### src/rtl/icm_pkg.sv
package icm_pkg;
  localparam int CNT_W  = 16;
  localparam int MLEN_W = 8;

  typedef enum logic [0:0] {
    EDGE_RISE = 1'b0,
    EDGE_FALL = 1'b1
  } edge_sel_e;
endpackage

### src/rtl/icm_edge_det.sv
module icm_edge_det
  import icm_pkg::*;
(
  input  logic      clk,
  input  logic      rst_n,
  input  logic      level_i,
  input  edge_sel_e sel_i,
  output logic      pulse_o
);
  logic prev_q;
  logic prev_d;

  always_comb begin
    prev_d = level_i;
    unique case (sel_i)
      EDGE_RISE: pulse_o = level_i & ~prev_q;
      EDGE_FALL: pulse_o = ~level_i & prev_q;
      default:   pulse_o = 1'b0;
    endcase
  end

  always_ff @(posedge clk or negedge rst_n) begin
    if (!rst_n) prev_q <= 1'b0;
    else        prev_q <= prev_d;
  end
endmodule

### src/rtl/icm_mask_win.sv
module icm_mask_win #(
  parameter int CNT_W = 16
) (
  input  logic             clk,
  input  logic             rst_n,
  input  logic             accept_i,
  input  logic             arm_i,
  input  logic [CNT_W-1:0] base_i,
  input  logic [CNT_W-1:0] span_i,
  input  logic [CNT_W-1:0] cnt_val_i,
  input  logic             cnt_tick_i,
  output logic             active_o
);
  logic             active_q, active_d;
  logic [CNT_W-1:0] end_q, end_d;
  logic             hit;
  logic             end_en;

  assign hit    = active_q & cnt_tick_i & (cnt_val_i == end_q);
  assign end_en = accept_i;

  always_comb begin
    active_d = active_q;
    end_d    = end_q;
    if (hit)      active_d = 1'b0;
    if (accept_i) begin
      active_d = arm_i;
      end_d    = base_i + span_i;
    end
  end

  always_ff @(posedge clk or negedge rst_n) begin
    if (!rst_n) active_q <= 1'b0;
    else        active_q <= active_d;
  end

  always_ff @(posedge clk or negedge rst_n) begin
    if (!rst_n)      end_q <= '0;
    else if (end_en) end_q <= end_d;
  end

  assign active_o = active_q;
endmodule

### src/rtl/icm_cap_regs.sv
module icm_cap_regs #(
  parameter int CNT_W  = 16,
  parameter int MLEN_W = 8
) (
  input  logic              clk,
  input  logic              rst_n,
  input  logic              accept_i,
  input  logic [CNT_W-1:0]  cnt_val_i,
  input  logic              flag_we_i,
  input  logic              flag_wd_i,
  input  logic              mlen_we_i,
  input  logic [CNT_W-1:0]  mlen_wd_i,
  output logic [CNT_W-1:0]  cap_o,
  output logic              flag_o,
  output logic [MLEN_W-1:0] mlen_o
);
  logic [CNT_W-1:0]  cap_q;
  logic              flag_q, flag_d;
  logic [MLEN_W-1:0] mlen_q;

  always_comb begin
    flag_d = flag_q;
    if (flag_we_i && !flag_wd_i) flag_d = 1'b0;
    if (accept_i)                flag_d = 1'b1;
  end

  always_ff @(posedge clk or negedge rst_n) begin
    if (!rst_n)        cap_q <= '0;
    else if (accept_i) cap_q <= cnt_val_i;
  end

  always_ff @(posedge clk or negedge rst_n) begin
    if (!rst_n) flag_q <= 1'b0;
    else        flag_q <= flag_d;
  end

  always_ff @(posedge clk or negedge rst_n) begin
    if (!rst_n)         mlen_q <= '0;
    else if (mlen_we_i) mlen_q <= mlen_wd_i[MLEN_W-1:0];
  end

  assign cap_o  = cap_q;
  assign flag_o = flag_q;
  assign mlen_o = mlen_q;
endmodule

### src/rtl/icm_capture_mask.sv
module icm_capture_mask
  import icm_pkg::*;
#(
  parameter int CW = CNT_W,
  parameter int MW = MLEN_W
) (
  input  logic          clk,
  input  logic          rst_n,
  input  logic [CW-1:0] cnt_val,
  input  logic          cnt_tick,
  input  logic          cap_in,
  input  logic          edge_sel,
  input  logic          mask_en,
  input  logic          mlen_we,
  input  logic [CW-1:0] mlen_wd,
  output logic [CW-1:0] mlen_rd,
  input  logic          flag_we,
  input  logic          flag_wd,
  output logic [CW-1:0] cap_value,
  output logic          cap_flag
);
  localparam int PAD_W = CW - MW - 1;

  logic          edge_pulse;
  logic          win_active;
  logic          accept;
  logic          arm;
  logic [MW-1:0] mlen;
  logic [CW-1:0] span;

  icm_edge_det u_edge (
    .clk     (clk),
    .rst_n   (rst_n),
    .level_i (cap_in),
    .sel_i   (edge_sel_e'(edge_sel)),
    .pulse_o (edge_pulse)
  );

  assign accept = edge_pulse & ~win_active;
  assign arm    = mask_en & (mlen != '0);
  assign span   = {{PAD_W{1'b0}}, mlen, 1'b0};

  icm_mask_win #(.CNT_W(CW)) u_win (
    .clk        (clk),
    .rst_n      (rst_n),
    .accept_i   (accept),
    .arm_i      (arm),
    .base_i     (cnt_val),
    .span_i     (span),
    .cnt_val_i  (cnt_val),
    .cnt_tick_i (cnt_tick),
    .active_o   (win_active)
  );

  icm_cap_regs #(.CNT_W(CW), .MLEN_W(MW)) u_regs (
    .clk       (clk),
    .rst_n     (rst_n),
    .accept_i  (accept),
    .cnt_val_i (cnt_val),
    .flag_we_i (flag_we),
    .flag_wd_i (flag_wd),
    .mlen_we_i (mlen_we),
    .mlen_wd_i (mlen_wd),
    .cap_o     (cap_value),
    .flag_o    (cap_flag),
    .mlen_o    (mlen)
  );

  assign mlen_rd = {{(CW-MW){1'b0}}, mlen};
endmodule

### config.mk
export PLATFORM = sky130hd
export DESIGN_NAME = icm_capture_mask
export DESIGN_NICKNAME = d
export VERILOG_FILES = /design/src/rtl/icm_pkg.sv /design/src/rtl/icm_edge_det.sv /design/src/rtl/icm_mask_win.sv /design/src/rtl/icm_cap_regs.sv /design/src/rtl/icm_capture_mask.sv
export SDC_FILE = /design/constraint.sdc
export NUM_CORES = 1
export LEC_CHECK = 0
export BUFFER_PORTS_ARGS = -buffer_cell sky130_fd_sc_hd__buf_2
export CORE_AREA = 2 2 92 94
export CTS_BUF_LIST = sky130_fd_sc_hd__clkbuf_8
export CTS_CLUSTER_SIZE = 10
export DETAILED_ROUTE_END_ITERATION = 12
export DIE_AREA = 0 0 94 96
export SYNTH_ARGS = -nofsm -noshare
export SYNTH_HDL_FRONTEND = slang
export SYNTH_SLANG_ARGS = --single-unit
### constraint.sdc
create_clock -name clk -period 4 [get_ports clk]
set_input_delay 0.2 -clock clk [delete_from_list [all_inputs] [get_ports clk]]
set_output_delay 0.2 -clock clk [all_outputs]
set_load 0.005 [all_outputs]
==> run metrics <==
status=finished, final reports clean; CTS tree=built; drt pass-1 iters=4; Critical Path End Type=register; nets=341; Final GP Congestion=0.8351; R2R Path Start=u_regs.mlen_o[0]; worst slew pin tran=0.9626 ns; Max-Cap Viols=0; hold path startpoint=cap_in; total CTS buffers=5; flop-to-flop setup slack=1.88 ns; CP peak stage delay=0.44 ns; Setup TNS=0 ns; Setup Viol. Count Final=0; Post-Route WL=5.144 mm; most frequent cells in the layout=nand2_1 (66), buf_2 (57), dfrtp_1 (42); Combinational Power Share=0.298; crit path kind=register to register; power share of the clock group=0.236; initial antenna violation count=0; Max Slew Vio Count=0; vias=1789; Min Clock Period, post-route=2.118 ns; max frequency=472.0 MHz; Seq pwr share=0.466; RSZ-0062 raised after global routing=false; DR WL/cell=12.96 microns; average cell area after synthesis=9.578 sq um; DP Wirelength=3.932 mm; DIE HEIGHT=96 microns; Clock Skews=0.005734 ns; Hold-fix buffers, CTS=0; CP Max Fanout=4; initial core utilization=0.2796; Antenna Violating Nets Remaining=0; Seq/Total Area, Yosys=0.4669; Syn-to-layout area delta=20.79%; Slew headroom=0.3583; Worst-Skew Late Latency=0.29 ns; net load switching power=0.4367 mW; vias per cell=4.506; DRC Markers=0; Syn Inst Count=235; Antenna Cells=0; Clk pin slew, worst setup/hold paths=0.08 ns; worst path arrival time=2.29 ns; core area=0.008051 sq mm; Final period util=0.5296; hold depth=1; Detailed Route Iter0 Violations=71; maximum vdd drop=0.2161 mV; Fill cells=868; Pleak=1.298 nW; first-pass GRT wire length=8.459 mm; Endpoint, Worst Hold=u_edge.prev_q; Inst Count DP=389; area of the multi-input gates=0.001126 sq mm; die footprint=0.009024 sq mm; Yosys cell types=36; post_cts resized=0; Worst R2R End=u_win.end_q[11]; vias in the first global route=1731; CTS sink count=42; Worst Reg-to-Reg Cells=7; Row Count=33; overall routing resource usage=0.1209; Post-CTS Setup Bufs=0; share of cells above drive strength 1=0.2705; Yosys reg bits=42; Req. time, crit path=4.17 ns; Root Driver=clkbuf_8; die width=94 microns; synthesized area=0.002251 sq mm; worst path cell trace=ha_1 -> fa_1 -> a211oi_1 -> o211ai_1 -> nand4_1 -> xor2_1 -> o21ai_0; total congestion overflow=0; non-filler cells, final=397; YS warnings=0; Reg area=0.001051 sq mm; port bufs=57; depth of the CTS H-tree=2; I/O pins=74; Pwr Density=502.3 mW/mm^2; Switching Fraction=0.3198; largest net degree at the start of global routing=43; startpoint types=register; most common cell after layout, fill and taps aside=nand2_1; worst hold path type=primary input to register; worst hold margin=0.03908 ns; internal power=0.9288 mW; Crit-path slowest cell=fa_1; Final Hold Viols=0; maximum root-to-sink buffer count=2
## sequential cells by signal (all words and copies together) (netlist names)
name,flops
u_edge.prev_q,1
u_win.end_q,16
u_regs.mlen_o,8
u_win.active_o,1
u_regs.flag_o,1
u_regs.cap_o,15
## Yosys cell counts (all sizes together)
master | number | share of area
a32o | 1 | 0.0044
or3 | 1 | 0.0028
mux2i | 1 | 0.0044
a21o | 4 | 0.014
and3 | 1 | 0.0028
mux2 | 8 | 0.040
buf | 10 | 0.032
or2 | 1 | 0.0028
and2 | 1 | 0.0028
nor2 | 3 | 0.0050
clkbuf | 6 | 0.010
a21oi | 5 | 0.011
and4 | 1 | 0.0039
nor4bb | 1 | 0.0044
fa | 1 | 0.0089
a211oi | 2 | 0.0067
nand3 | 9 | 0.022
ha | 8 | 0.044
conb | 1 | 0.0017
nor4 | 3 | 0.0083
xor2 | 8 | 0.031
o21ai | 16 | 0.036
o211ai | 5 | 0.019
nor3 | 2 | 0.0067
inv | 2 | 0.0033
a31oi | 2 | 0.0056
nand2 | 66 | 0.11
nor4b | 1 | 0.0039
xnor2 | 19 | 0.074
dfrtp | 42 | 0.47
nand4 | 4 | 0.011
## metal layers
layer  global-route usage  routed length, microns  vias up
met5                    0                       0        -
met4              0.03623                      47        0
met3              0.03289                     300        5
met2               0.1994                    2483       45
met1               0.1557                    2313      846
li1                     -                       -      893
## cells by family after synthesis
kind of cell / Yosys count / synth area share
DFF: 42 / 0.4669
other: 1 / 0.001666
AOI/OAI and AO/OA: 35 / 0.09616
buffers and inverters: 18 / 0.04558
xor gates and xnor gates: 27 / 0.1051
muxes: 9 / 0.04447
and+or+nand+nor: 94 / 0.1868
adders and majority gates: 9 / 0.05337
## worst max-delay path: cells and delay by family (launching register included)
family	cells	cell delay (ns)
flops	1	0.42
xor+xnor	1	0.15
fa+ha+maj	2	0.68
simple gates	1	0.16
compound gates	3	0.60
## layout make-up
class                   instances  area share
flip-flops and latches         42      0.3866
clock buffers                   8     0.04050
inverters                       2    0.002761
well taps                     105     0.04832
repair buffers                 58      0.1077
multi-input cells             182      0.4142
## through the flow
step                      cell area, sq um    util  power (mW)  setup slack [ns]
after floorplan                       2277       -      0.9101             2.070
after global placement                2609  0.3240       1.051             1.909
after detailed placement              2609  0.3240       1.061             1.886
after CTS                             2719  0.3377       1.387             1.876
after global routing                  2719  0.3377       1.475             1.682
final                                 2719  0.3377       1.366             1.882
## worst max path at each step
stage | start | end | cells after the start
detailed placement | u_regs.mlen_o[0] | u_win.end_q[11] | 7
finish | u_regs.mlen_o[0] | u_win.end_q[11] | 7
global route | u_regs.mlen_o[0] | u_win.end_q[11] | 7
floorplan | u_regs.mlen_o[0] | u_win.end_q[11] | 7
global placement | u_regs.mlen_o[0] | u_win.end_q[11] | 7
CTS | u_regs.mlen_o[0] | u_win.end_q[11] | 7
## power groups by stage
stage,clock network [mW],logic (mW),registers (mW)
final,0.322,0.407,0.637
after global routing,0.347,0.473,0.655
after CTS,0.332,0.416,0.639
after detailed placement,0,0.414,0.647
after global placement,0,0.409,0.641
after floorplan,0,0.268,0.642
Note: power is estimated with default switching activity, not from simulation.
